**config.mk**
```make
export PLATFORM = sky130hd
export DESIGN_NAME = csm_ctrl
export DESIGN_NICKNAME = d
export VERILOG_FILES = /design/src/rtl/csm_pkg.sv /design/src/rtl/csm_bank_regs.sv /design/src/rtl/csm_decode.sv /design/src/rtl/csm_cycle.sv /design/src/rtl/csm_ctrl.sv
export SDC_FILE = /design/constraint.sdc
export NUM_CORES = 1
export LEC_CHECK = 0
export ABC_AREA = 1
export ABC_CLOCK_PERIOD_IN_PS = 1700
export BUFFER_PORTS_ARGS = -buffer_cell sky130_fd_sc_hd__buf_2
export CAP_MARGIN = 20
export CORE_ASPECT_RATIO = 1.75
export CORE_UTILIZATION = 45
export CTS_BUF_LIST = sky130_fd_sc_hd__clkbuf_4
export DETAILED_ROUTE_END_ITERATION = 7
export PLACE_DENSITY = 0.76
export SYNTH_ARGS = -nofsm -noshare
export SYNTH_HDL_FRONTEND = slang
export SYNTH_SLANG_ARGS = --single-unit
```
**constraint.sdc**
```tcl
create_clock -name clk -period 1.7 [get_ports clk]
set_clock_uncertainty 0.2 [all_clocks]
set_input_delay 0.17 -clock clk [delete_from_list [all_inputs] [get_ports clk]]
set_output_delay 0.17 -clock clk [all_outputs]
set_load 0.02 [all_outputs]
```
**src/rtl/csm_pkg.sv**
```systemverilog
package csm_pkg;
  localparam int CMP_W  = 17;
  localparam int TYPE_W = 3;
  localparam int WS_W   = 5;
  localparam int LANES  = 4;
  localparam int MAX_WS = 30;

  typedef struct packed {
    logic              valid;
    logic [TYPE_W-1:0] btype;
    logic [CMP_W-1:0]  base;
    logic [CMP_W-1:0]  amask;
    logic [TYPE_W-1:0] tmask;
    logic [WS_W-1:0]   waits;
    logic              port16;
  } bank_cfg_t;
endpackage

```
**src/rtl/csm_bank_regs.sv**
```systemverilog
module csm_bank_regs
  import csm_pkg::*;
#(
  parameter int NB     = 4,
  parameter int DATA_W = 32,
  localparam int BI_W  = (NB > 1) ? $clog2(NB) : 1
) (
  input  logic                 clk,
  input  logic                 rst,
  input  logic                 cfg_we,
  input  logic [BI_W:0]        cfg_addr,
  input  logic [DATA_W-1:0]    cfg_wdata,
  output bank_cfg_t [NB-1:0]   cfg_o
);
  // Boot settings of bank 0: open decode, narrow port, slowest timing.
  localparam bank_cfg_t BOOT_CFG = '{
    valid: 1'b1, btype: '0, base: '0, amask: '0, tmask: '0,
    waits: WS_W'(MAX_WS), port16: 1'b1};

  for (genvar b = 0; b < NB; b++) begin : g_bank
    always_ff @(posedge clk) begin
      if (rst) begin
        cfg_o[b] <= (b == 0) ? BOOT_CFG : '0;
      end else if (cfg_we && cfg_addr[BI_W:1] == BI_W'(b)) begin
        if (!cfg_addr[0]) begin
          cfg_o[b].base  <= cfg_wdata[CMP_W-1:0];
          cfg_o[b].btype <= cfg_wdata[20 +: TYPE_W];
          cfg_o[b].valid <= cfg_wdata[31];
        end else begin
          cfg_o[b].amask  <= cfg_wdata[CMP_W-1:0];
          cfg_o[b].tmask  <= cfg_wdata[20 +: TYPE_W];
          cfg_o[b].waits  <= cfg_wdata[24 +: WS_W];
          cfg_o[b].port16 <= cfg_wdata[30];
        end
      end
    end
  end
endmodule

```
**src/rtl/csm_decode.sv**
```systemverilog
module csm_decode
  import csm_pkg::*;
#(
  parameter int NB    = 4,
  localparam int BI_W = (NB > 1) ? $clog2(NB) : 1
) (
  input  bank_cfg_t [NB-1:0] cfg_i,
  input  logic [CMP_W-1:0]   addr_i,
  input  logic [TYPE_W-1:0]  type_i,
  output logic               hit_o,
  output logic [BI_W-1:0]    idx_o
);
  logic [NB-1:0] match;

  for (genvar b = 0; b < NB; b++) begin : g_cmp
    logic a_ok, t_ok;
    assign a_ok = ((addr_i ^ cfg_i[b].base)  & cfg_i[b].amask) == '0;
    assign t_ok = ((type_i ^ cfg_i[b].btype) & cfg_i[b].tmask) == '0;
    assign match[b] = cfg_i[b].valid && a_ok && t_ok;
  end

  // Scan from the top so the lowest matching index is the last to win.
  always_comb begin
    hit_o = 1'b0;
    idx_o = '0;
    for (int i = NB - 1; i >= 0; i--) begin
      if (match[i]) begin
        hit_o = 1'b1;
        idx_o = BI_W'(i);
      end
    end
  end
endmodule

```
**src/rtl/csm_cycle.sv**
```systemverilog
module csm_cycle
  import csm_pkg::*;
#(
  parameter int NB    = 4,
  localparam int BI_W = (NB > 1) ? $clog2(NB) : 1,
  localparam logic [LANES-1:0] NARROW_LANES =
    {{(LANES/2){1'b1}}, {(LANES/2){1'b0}}}
) (
  input  logic             clk,
  input  logic             rst,
  input  logic             start_i,
  input  logic             hit_i,
  input  logic [BI_W-1:0]  idx_i,
  input  logic [WS_W-1:0]  waits_i,
  input  logic             port16_i,
  input  logic             write_i,
  input  logic [LANES-1:0] be_i,
  output logic [NB-1:0]    cs_o,
  output logic             oe_o,
  output logic [LANES-1:0] we_o,
  output logic             ta_o
);
  typedef enum logic {ST_IDLE, ST_RUN} st_t;
  st_t             st;
  logic [WS_W-1:0] cnt;

  always_ff @(posedge clk) begin
    if (rst) begin
      st   <= ST_IDLE;
      cnt  <= '0;
      cs_o <= '0;
      oe_o <= 1'b0;
      we_o <= '0;
      ta_o <= 1'b0;
    end else begin
      ta_o <= 1'b0;
      case (st)
        ST_IDLE: begin
          if (start_i && hit_i) begin
            st   <= ST_RUN;
            cnt  <= waits_i;
            cs_o <= NB'(1) << idx_i;
            oe_o <= !write_i;
            we_o <= write_i ? (port16_i ? (be_i & NARROW_LANES) : be_i) : '0;
          end
        end
        ST_RUN: begin
          if (cnt == '0) begin
            st   <= ST_IDLE;
            cs_o <= '0;
            oe_o <= 1'b0;
            we_o <= '0;
            ta_o <= 1'b1;
          end else begin
            cnt <= cnt - 1'b1;
          end
        end
        default: st <= ST_IDLE;
      endcase
    end
  end
endmodule

```
**src/rtl/csm_ctrl.sv**
```systemverilog
module csm_ctrl
  import csm_pkg::*;
#(
  parameter int NUM_BANKS = 4,
  parameter int ADDR_W    = 32,
  parameter int DATA_W    = 32,
  localparam int BI_W     = (NUM_BANKS > 1) ? $clog2(NUM_BANKS) : 1
) (
  input  logic                 clk,
  input  logic                 rst,
  input  logic                 cfg_we,
  input  logic [BI_W:0]        cfg_addr,
  input  logic [DATA_W-1:0]    cfg_wdata,
  input  logic                 req_valid,
  input  logic                 ext_mts,
  input  logic [ADDR_W-1:0]    req_addr,
  input  logic [TYPE_W-1:0]    req_type,
  input  logic                 req_write,
  input  logic [LANES-1:0]     req_be,
  output logic [NUM_BANKS-1:0] cs,
  output logic                 oe,
  output logic [LANES-1:0]     we,
  output logic                 ta
);
  bank_cfg_t [NUM_BANKS-1:0] cfg;
  logic                      hit;
  logic [BI_W-1:0]           idx;

  csm_bank_regs #(.NB(NUM_BANKS), .DATA_W(DATA_W)) u_regs (
    .clk(clk), .rst(rst), .cfg_we(cfg_we), .cfg_addr(cfg_addr),
    .cfg_wdata(cfg_wdata), .cfg_o(cfg));

  csm_decode #(.NB(NUM_BANKS)) u_dec (
    .cfg_i(cfg), .addr_i(req_addr[ADDR_W-1 -: CMP_W]), .type_i(req_type),
    .hit_o(hit), .idx_o(idx));

  csm_cycle #(.NB(NUM_BANKS)) u_cyc (
    .clk(clk), .rst(rst), .start_i(req_valid | ext_mts), .hit_i(hit),
    .idx_i(idx), .waits_i(cfg[idx].waits), .port16_i(cfg[idx].port16),
    .write_i(req_write), .be_i(req_be),
    .cs_o(cs), .oe_o(oe), .we_o(we), .ta_o(ta));
endmodule

```
==> results of run 1 <==
## cells by family (layout without fill, tap and decap cells)
| logic type | Yosys count | after routing | share of synthesized area (%) |
|---|---|---|---|
| compound gates | 298 | 298 | 16.5 |
| xor+xnor | 2 | 2 | 0.190 |
| fa+ha+maj | 2 | 2 | 0.271 |
| buf+inv | 186 | 461 | 7.84 |
| flops | 204 | 204 | 44.3 |
| other cells | 0 | 1 | 0 |
| simple gates | 678 | 679 | 30.9 |
## layout by cell type (no fill, tap or decap), drive strengths merged, types with 2 or more instances in the layout
| cell type | n |
|---|---|
| o21ai | 151 |
| buf | 184 |
| nand4 | 13 |
| or2 | 4 |
| nor2 | 226 |
| nor3 | 4 |
| dfxtp | 204 |
| nand3 | 109 |
| clkbuf | 74 |
| dlymetal6s4s | 4 |
| nand3b | 6 |
| inv | 122 |
| ha | 2 |
| clkinv | 11 |
| nand2 | 317 |
| xnor2 | 2 |
| dlygate4sd3 | 63 |
| clkinvlp | 2 |
| a21oi | 145 |
## final cells by class
| cell class | count | area, um^2 | area share, % |
|---|---|---|---|
| well taps | 248 | 310 | 2.52 |
| flip-flops and latches | 204 | 4100 | 33.4 |
| multi-input cells | 981 | 4720 | 38.4 |
| inverters | 123 | 469 | 3.82 |
| repair buffers | 252 | 2060 | 16.8 |
| diodes | 1 | 2.50 | 0.0203 |
| clock buffers | 73 | 548 | 4.46 |
| clock inverters | 13 | 82.6 | 0.671 |
## cells in the mapped netlist
library cell / instances / area (um^2)
clkinv_1: 2 / 7.51
nor3_1: 2 / 10.0
dfxtp_1: 204 / 4080
nand4_1: 12 / 75.1
or2_2: 1 / 6.26
nand3_2: 1 / 10.0
nand3b_1: 6 / 45.0
nor3_4: 1 / 16.3
a21oi_1: 145 / 726
inv_1: 115 / 432
inv_2: 6 / 22.5
nand2_1: 310 / 1160
clkbuf_1: 54 / 203
nor2_2: 3 / 18.8
nor2_1: 220 / 826
xnor2_1: 2 / 17.5
nand3_4: 1 / 17.5
buf_2: 2 / 10.0
nor3_2: 1 / 10.0
nand3_1: 107 / 536
nor2_4: 1 / 11.3
nor2_8: 1 / 20.0
nand4_2: 1 / 12.5
nand2_4: 3 / 33.8
buf_4: 6 / 45.0
or2_1: 2 / 12.5
o211a_1: 1 / 10.0
ha_1: 2 / 25.0
o21ai_0: 149 / 746
buf_1: 1 / 3.75
o21ai_4: 2 / 32.5
nand2_2: 4 / 25.0
or2_0: 1 / 6.26
a22oi_1: 1 / 7.51
## critical path, delay by kind of cell (launching register included)
kind,cells,cell delay (ps)
and+or+nand+nor,7,890
AOI/OAI and AO/OA,2,390
buffers and inverters,2,280
DFF,1,350
## registers in the layout, summed over array words and instances (netlist names)
| name | flops |
|---|---|
| u_cyc.cs_o | 4 |
| u_cyc.st | 1 |
| u_cyc.cnt | 5 |
| u_cyc.we_o | 4 |
| u_cyc.ta_o | 1 |
| u_cyc.oe_o | 1 |
| u_regs.cfg_o | 188 |
## path summary, 6_finish.rpt
check                            startpoint                       endpoint  slack [ps]  cells after the start
max          u_regs.cfg_o[139]$_SDFFE_PP0P_     u_cyc.we_o[1]$_SDFFE_PP0P_        -560                     11
min                                  cfg_we  u_regs.cfg_o[58]$_SDFFE_PP0P_           6                      6
max reg2reg  u_regs.cfg_o[139]$_SDFFE_PP0P_     u_cyc.we_o[1]$_SDFFE_PP0P_        -560                     11
min reg2reg   u_regs.cfg_o[57]$_SDFFE_PP0P_  u_regs.cfg_o[57]$_SDFFE_PP0P_         240                      2
## layer usage
layer | vias to the layer above | track usage, %
met5 | - | 0
li1 | 4926 | -
met3 | 108 | 4.64
met4 | 0 | 17.1
met1 | 4639 | 29.7
met2 | 406 | 49.7
## per-stage QoR
stage	hold WS (ps)	TNS [ps]	total power, W	instance area (um^2)
floorplan	83.2	-1030	0.00603	9230
global placement	227	-6540	0.00658	10500
detailed placement	228	-7080	0.00662	10500
CTS	-122	-6490	0.0109	12000
global route	19.9	-7570	0.0114	12300
finish	5.94	-5880	0.0110	12300
## power by group
group          internal (W)  switching (W)
registers           0.00498       0.000129
logic              0.000731        0.00105
clock network       0.00211        0.00198
## timing repair
action	CTS	global route
resized for setup	50	59
setup buffers	7	9
endpoints found under the setup margin	15	65
cloned	1	1
hold buffers	64	5
pin swaps	25	36
hold endpoints to repair	203	52
==> flow_summary.yaml, run 1 <==
die:
  number_of_top_level_pins: 90
  start_util_pct: 45.7
  std_cell_rows: 69
  die_area_mm2: 0.0211
  die_x_um: 110
  design.core.area_mm2: 0.0202
  die_h_um: 191
routing:
  dr_total_vias: 10100
  met2_wirelength_mm: 15.4
  detail_route.wirelength_mm: 29.8
  ant_nets: 0
  met1_length_mm: 10.8
  route.top_layer_used: "met4"
  first_pass_iters: 5
  remaining_drc_errors: 0
  avgViaCountPerCell: 5.32
  met3_length_mm: 1.86
  detail_routed_net_length_per_standard_cell_um: 15.7
  detail_route.iter0.violations: 814
clock_network:
  worstSkewPairLatency_ps: 680
  cts_tree: "yes"
  max_root_sink_buffers: 3
  clock_pin_slew_worst_setup_and_hold_paths_ps: 70
  numCtsBuffers: 47
  root_buffer: "clkbuf_4"
  clock-sinks: 204
  cts_max_level: 2
job:
  maxCapViolCount: 0
synth:
  post_synth_inst_count: 1370
  synthesis.area_mm2: 0.00923
  yosys.cell_types.count: 34
  synthesis.yosys.warnings: 0
  synth_seq_area_share_pct: 44.3
  postSynthRegisterBits: 204
  synth.net_count: 1452
  syn_area_per_cell_um2: 6.73
cells_and_area:
  core_utilization_of_the_finished_layout_pct: 60.9
  area_growth_syn_to_layout_pct: 33.3
  finalNonFillerCells: 1895
  post_route_cells_drive_above_1_share_pct: 22.4
  final_net_count: 1691
  fillerInstances: 1796
sta:
  final.period_utilization_pct: 133
  worst_slew_margin_rel_pct: 52.1
  final_period_minus_worst_setup_slack_ps: 2260
  unrepaired_setup_endpoints_after_global_routing: "true"
  layout_setup_ws_ps: -558
  setup_viol_count_final: 15
  fmaxAchievable_mhz: 443
  worstMarginPinSlew_ps: 719
  timing_hold_violations_final: 0
  final_max_slew_viol_count: 0
setup_path:
  worst_setup_path_end_kind: "flop"
  critical_path_required_ps: 2020
  crit_fanout: 3
  crit_type: "reg2reg"
  worst_path_most_repeated_cell: "nand3_2"
  critPathMaxStageDelay_ps: 350
  data_arrival_at_the_endpoint_of_the_critical_path_ps: 2580
  critical_path_cell_list: "nand2_1, buf_4, nand3_1, nand4_1, nor2_1, nand3_2, nand3b_1, o21ai_0, inv_1, nand3_2, a21oi_2"
  timing.critical_path.slowest_stage_cell: "dfxtp_1"
  worst_setup_path_start_kind: "flop"
grt:
  global_route_wire_length_before_repair_mm: 45.7
  overflow: 0
  grt_max_degree: 84
  track_usage_pct: 27.8
  antenna_found_initial: 1
  grt_pass1_vias: 9741
placement:
  numPlacedInstances: 1727
  pre_cts_ws_ps: -521
  gp_congestion: 0.916
  detailedPlacementHpwl_mm: 18.8
  port_buffers: 69
power_and_ir_drop:
  leakage_power_nw: 5.16
  ir_drop_mv: 0.612
  p_per_area_mw_per_mm2: 893
outcome:
  failed_checks: "setup timing"
  outcome: "complete, but fails checks"
worst_hold_path:
  min-delay-path-class: "in2reg"
No activity file was read; power rests on OpenSTA's default activity.
==> inputs of run 2 (changes only) <==
- CAP_MARGIN: 20 -> default
- CORE_UTILIZATION: 45 -> 55
- PLACE_DENSITY: 0.76 -> 0.88
==> run 2 against run 1 <==
  * The run ends with DRC, hold timing, setup timing left
  * Hold slack got worse by 38 ps
  * Cell count decreased by 3.3%
  * Sequential share of layout area grew 1.1 points
  * Sequential cell count did not move
  * Critical path depth grew 1
  * Clock-buffer cell count fell by 6
  * Die area decreased by 18%
  * Utilization grew 11 points
  * Global-route usage up 7.1 points
  * Setup slack lost 130 ps
  * Via count rose by 5.0%
  * Maximum frequency decreased by 5.5%
  * Critical path type unchanged
==> flow_summary.yaml, run 2 (synthesis gave the netlist of run 1 again) <==
setup_path:
  crit_fanout: 5
  worst_setup_path_end_kind: "flop"
  data_arrival_at_the_endpoint_of_the_critical_path_ps: 2750
  worst_setup_path_start_kind: "flop"
  critical_path_required_ps: 2060
  crit_type: "reg2reg"
job:
  maxCapViolCount: 0
sta:
  final.period_utilization_pct: 141
  timing_hold_violations_final: 34
  finalHoldWorstSlack_ps: -32.1
  fmaxAchievable_mhz: 419
  final_max_slew_viol_count: 0
  setup_viol_count_final: 15
  final_period_minus_worst_setup_slack_ps: 2390
  worst_slew_margin_rel_pct: 42.4
  layout_setup_ws_ps: -689
  worstMarginPinSlew_ps: 861
  unrepaired_setup_endpoints_after_global_routing: "true"
cells_and_area:
  fillerInstances: 1182
  reg.largest.list: "u_regs.cfg_o (188), u_cyc.cnt (5)"
  post_route_cells_drive_above_1_share_pct: 21.8
  final_net_count: 1665
  seqCellArea_mm2: 0.00410
  largest-register: "u_regs.cfg_o"
  multiInputGateArea_mm2: 0.00472
  mostFrequentLayoutCells: "nand2_1, nor2_1, dfxtp_1, o21ai_0, a21oi_1"
  layout_commonest_cell: "nand2_1"
  largest_register_ff_count: 188
  core_utilization_of_the_finished_layout_pct: 72.3
  area_growth_syn_to_layout_pct: 28.8
die:
  die_area_mm2: 0.0173
  number_of_top_level_pins: 90
  std_cell_rows: 62
  design.core.area_mm2: 0.0164
  die_h_um: 173
  start_util_pct: 56.1
  die_x_um: 99.9
routing:
  detail_route.wirelength_mm: 31.8
  detail_routed_net_length_per_standard_cell_um: 17.4
  detail_route.iter0.violations: 945
  dr_total_vias: 10600
  remaining_drc_errors: 1
  ant_nets: 0
  avgViaCountPerCell: 5.78
  first_pass_iters: 8
clock_network:
  cts_max_level: 2
  root_buffer: "clkbuf_4"
  max_root_sink_buffers: 3
  clock_pin_slew_worst_setup_and_hold_paths_ps: 80
  worstSkewPairLatency_ps: 630
  numCtsBuffers: 45
  clock-sinks: 204
  cts_tree: "yes"
grt:
  track_usage_pct: 35.0
  grt_max_degree: 85
  global_route_wire_length_before_repair_mm: 48.1
  antenna_found_initial: 2
  overflow: 0
  grt_pass1_vias: 10200
placement:
  gp_congestion: 0.876
  port_buffers: 69
  pre_cts_ws_ps: -516
  detailedPlacementHpwl_mm: 18.3
power_and_ir_drop:
  sw_frac_of_total_pct: 29.7
  p_per_area_mw_per_mm2: 895
  ir_drop_mv: 0.524
  clock_power_share_pct: 34.4
  leakage_power_nw: 5.01
  portion_of_total_power_attributed_to_sequential_cells_pct: 48.1
  power.combinational.fraction_pct: 17.6
  p_int_w: 0.00747
  power_spent_charging_and_discharging_nets_w: 0.00316
worst_hold_path:
  min-delay-path-class: "in2reg"
outcome:
  outcome: "complete, but fails checks"
  failed_checks: "DRC, hold timing, setup timing"
## run 2: cell types whose count changed in the layout (fill, tap and decap cells not counted), moves of 5 or more
cell and change:
o21ai_0 -5, dlygate4sd3_1 -15, clkinv_1 -6, nand3_1 +8, o21ai_1 +5, nand3_2 -9, clkbuf_4 -6
## run 2: path summary, 6_finish.rpt
kind	slack, ps	endpoint	startpoint	depth (start not counted)
max	-690	u_cyc.cs_o[0]$_SDFFE_PP0P_	u_regs.cfg_o[78]$_SDFFE_PP0P_	12
min	-30	u_regs.cfg_o[63]$_SDFFE_PP0P_	cfg_addr[0]	4
max reg2reg	-690	u_cyc.cs_o[0]$_SDFFE_PP0P_	u_regs.cfg_o[78]$_SDFFE_PP0P_	12
min reg2reg	250	u_regs.cfg_o[56]$_SDFFE_PP0P_	u_regs.cfg_o[56]$_SDFFE_PP0P_	2
## run 2: power by group through the flow
| stage | sequential [W] | combinational [W] | clock [W] |
|---|---|---|---|
| 2_1_floorplan | 0.00519 | 0.000841 | 0 |
| 3_3_place_gp | 0.00520 | 0.00133 | 0 |
| 3_5_place_dp | 0.00520 | 0.00137 | 0 |
| 4_1_cts | 0.00510 | 0.00157 | 0.00363 |
| 5_1_grt | 0.00513 | 0.00200 | 0.00390 |
| 6_report | 0.00511 | 0.00187 | 0.00366 |
## run 2: stage by stage
stage	power, W	cells	TNS, ps	hold WS [ps]	instance area [um^2]
after global routing	0.0110	1832	-9670	-8.13	11900
after floorplan	0.00603	1370	-1030	83.2	9230
after detailed placement	0.00657	1690	-6950	223	10300
final	0.0106	1832	-7500	-32.1	11900
after global placement	0.00653	1690	-6450	222	10300
after CTS	0.0103	1812	-5070	-6.98	11600
## run 2: layout make-up
cell class	count	area share [%]
Antenna cell	1	0.0211
Clock buffer	67	4.23
Clock inverter	4	0.126
Inverter	123	4.01
Multi-Input combinational cell	981	39.7
Sequential cell	204	34.5
Tap cell	224	2.36
Timing Repair Buffer	228	15.1
## run 2: what timing repair did
item | CTS | global route
setup buffers | 6 | 16
hold buffers | 46 | 5
cloned | 1 | 1
endpoints found under the hold margin | 203 | 30
pin swaps | 19 | 31
gates resized for setup | 62 | 46
setup endpoints to repair | 15 | 19
## run 2: per-layer routing
| layer | up-vias | part of all wire, % | global-route usage, % |
|---|---|---|---|
| met2 | 689 | 49 | 61.6 |
| met3 | 235 | 10 | 6.05 |
| li1 | 4857 | - | - |
| met1 | 4802 | 33 | 36.9 |
| met5 | - | 0 | 0 |
| met4 | 0 | 8.2 | 24.8 |
## run 2: critical path: stages, from the launching register on
cell	delay [ps]
dfxtp_2	320
inv_2	50
nand2_1	40
nand3_1	70
nand4_1	300
nor2_4	230
nand3_4	130
nand2_4	140
o21ai_4	110
clkinv_4	140
buf_6	100
nand3_1	250
a21oi_2	240
==> inputs of run 3 (changes only) <==
- CELL_PAD_IN_SITES_DETAIL_PLACEMENT: default -> 0
- CELL_PAD_IN_SITES_GLOBAL_PLACEMENT: default -> 2
- CORE_UTILIZATION: 55 -> 31
- PLACE_DENSITY: 0.88 -> 0.89
==> run 3 against run 2 <==
  * The flow finishes with violations (setup timing)
  * Setup slack improved by 330 ps
  * Utilization decreased by 30 points
  * Largest power group unchanged
  * Sequential cell count unchanged
==> flow_summary.yaml, run 3 (synthesis gave the netlist of run 1 again) <==
clock_network:
  clock-sinks: 204
  cts_tree: "yes"
  clock_pin_slew_worst_setup_and_hold_paths_ps: 70
  numCtsBuffers: 49
  worstSkewPairLatency_ps: 700
  root_buffer: "clkbuf_4"
  max_root_sink_buffers: 3
  cts_max_level: 2
die:
  design.core.area_mm2: 0.0293
  die_area_mm2: 0.0305
  number_of_top_level_pins: 90
  die_x_um: 132
  start_util_pct: 31.5
  die_h_um: 230
  std_cell_rows: 83
grt:
  grt_pass1_vias: 9147
  track_usage_pct: 20.8
  grt_max_degree: 58
  antenna_found_initial: 1
  grt_use_met2_pct: 39.0
  global_route.usage.met1_pct: 22.6
  busiest_layer: "met2"
  global_route.usage.met3_pct: 3.28
  overflow: 0
  global_route_wire_length_before_repair_mm: 49.1
cells_and_area:
  finalNonFillerCells: 2010
  mostFrequentLayoutCells: "nand2_1, nor2_1, dfxtp_1, o21ai_0, a21oi_1"
  final_net_count: 1683
  post_route_cells_drive_above_1_share_pct: 25.4
  largest_register_ff_count: 188
  core_utilization_of_the_finished_layout_pct: 42.2
  largest-register: "u_regs.cfg_o"
  area_growth_syn_to_layout_pct: 33.9
  layout_commonest_cell: "nand2_1"
  reg.largest.list: "u_regs.cfg_o (188), u_cyc.cnt (5)"
routing:
  detail_route.iter0.violations: 417
  remaining_drc_errors: 0
  first_pass_iters: 5
  dr_total_vias: 9469
  ant_nets: 0
  avgViaCountPerCell: 4.71
  detail_routed_net_length_per_standard_cell_um: 15.5
  detail_route.wirelength_mm: 31.1
power_and_ir_drop:
  power_spent_charging_and_discharging_nets_w: 0.00315
  clock_power_share_pct: 35.3
  leakage_power_nw: 5.12
  portion_of_total_power_attributed_to_sequential_cells_pct: 48.1
  p_int_w: 0.00744
  ir_drop_mv: 0.409
  p_per_area_mw_per_mm2: 857
  power.combinational.fraction_pct: 16.6
  sw_frac_of_total_pct: 29.8
setup_path:
  critical_path_required_ps: 2120
  critical_path_cell_list: "nor2_2, nor2_1, nand2_1, nand2_1, inv_1, nand2_1, nor2_2, nand3_2, nand3b_1, buf_6, nor2_4, nor2_1, nand3_1, nand2_1, a21oi_1"
  crit_type: "reg2reg"
  data_arrival_at_the_endpoint_of_the_critical_path_ps: 2490
  cpLargestDelayFamily: "simple AND/OR/NAND/NOR gates"
  timing.critical_path.buf_inv: 2
  worst_setup_path_start_kind: "flop"
  timing.critical_path.slowest_stage_cell: "dfxtp_2"
  worst_path_most_repeated_cell: "nand2_1"
  worst_setup_path_end_kind: "flop"
  critPathMaxStageDelay_ps: 330
  crit_fanout: 4
sta:
  setup_viol_count_final: 23
  final_period_minus_worst_setup_slack_ps: 2060
  layout_setup_ws_ps: -363
  worst_slew_margin_rel_pct: 30.6
  worstMarginPinSlew_ps: 1040
  final_max_slew_viol_count: 0
  timing_hold_violations_final: 0
  final.period_utilization_pct: 121
  unrepaired_setup_endpoints_after_global_routing: "true"
  fmaxAchievable_mhz: 485
outcome:
  outcome: "complete, but fails checks"
  failed_checks: "setup timing"
placement:
  port_buffers: 69
  numPlacedInstances: 1876
  gp_congestion: 0.837
  detailedPlacementHpwl_mm: 21.6
worst_hold_path:
  min-delay-path-class: "in2reg"
job:
  maxCapViolCount: 0
## run 3: cell types whose count changed in the layout (fill, tap and decap cells not counted), sizes merged
cell         previous run  this run
dlygate4sd3            48        49
clkbuf                 68        65
clkinv                  6        14
buf                   179       193
## run 3: cell type report
class	count	area (um^2)
Clock inverter	12	47.5
Timing Repair Buffer	242	1890
Antenna cell	1	2.50
Multi-Input combinational cell	981	4850
Fill cell	3201	16900
Sequential cell	204	4120
Inverter	123	468
Clock buffer	65	488
Tap cell	382	478
## run 3: final timing paths
| check | from | to | cells after the start | slack (ps) |
|---|---|---|---|---|
| max | u_regs.cfg_o[134]$_SDFFE_PP0P_ | u_cyc.cnt[1]$_SDFFE_PP0P_ | 15 | -360 |
| min | cfg_addr[0] | u_regs.cfg_o[36]$_SDFFE_PP0P_ | 5 | 50 |
| max reg2reg | u_regs.cfg_o[134]$_SDFFE_PP0P_ | u_cyc.cnt[1]$_SDFFE_PP0P_ | 15 | -360 |
| min reg2reg | u_regs.cfg_o[67]$_SDFFE_PP0P_ | u_regs.cfg_o[67]$_SDFFE_PP0P_ | 2 | 240 |
## run 3: tightest hold or removal path, cell delays in order
cell and delay (ps):
buf_2 170, inv_1 110, nand3_1 130, buf_4 220, a21oi_1 90
## run 3: power by group through the flow
| stage | logic [W] | clock network, W | registers [W] |
|---|---|---|---|
| floorplan | 0.000841 | 0 | 0.00519 |
| global placement | 0.00146 | 0 | 0.00520 |
| detailed placement | 0.00148 | 0 | 0.00520 |
| CTS | 0.00166 | 0.00389 | 0.00509 |
| global route | 0.00195 | 0.00411 | 0.00512 |
| finish | 0.00175 | 0.00374 | 0.00510 |
## run 3: what timing repair did
action	4_1_cts	5_1_grt
hold buffers	48	4
pin swaps	35	47
setup buffers	3	4
endpoints found under the hold margin	204	55
gates cloned	1	0
gates resized for setup	73	90
endpoints found under the setup margin	15	42
## run 3: through the flow
step | setup TNS (ps) | instance area [um^2] | hold WS (ps) | setup slack (ps) | total power [W]
6_report | -5040 | 12400 | 45.3 | -363 | 0.0106
3_3_place_gp | -8780 | 10800 | 223 | -653 | 0.00666
3_5_place_dp | -9240 | 10800 | 234 | -674 | 0.00667
2_1_floorplan | -1030 | 9230 | 83.2 | -113 | 0.00603
5_1_grt | -7700 | 12400 | 56.1 | -515 | 0.0112
4_1_cts | -5560 | 12100 | 3.64 | -376 | 0.0106
## run 3: metal layers
metal  routed length (um)  vias up
met2                16500      197
met1                12400     4307
met4                 1080        0
li1                     -     4898
met3                 1130       67
met5                    0        -
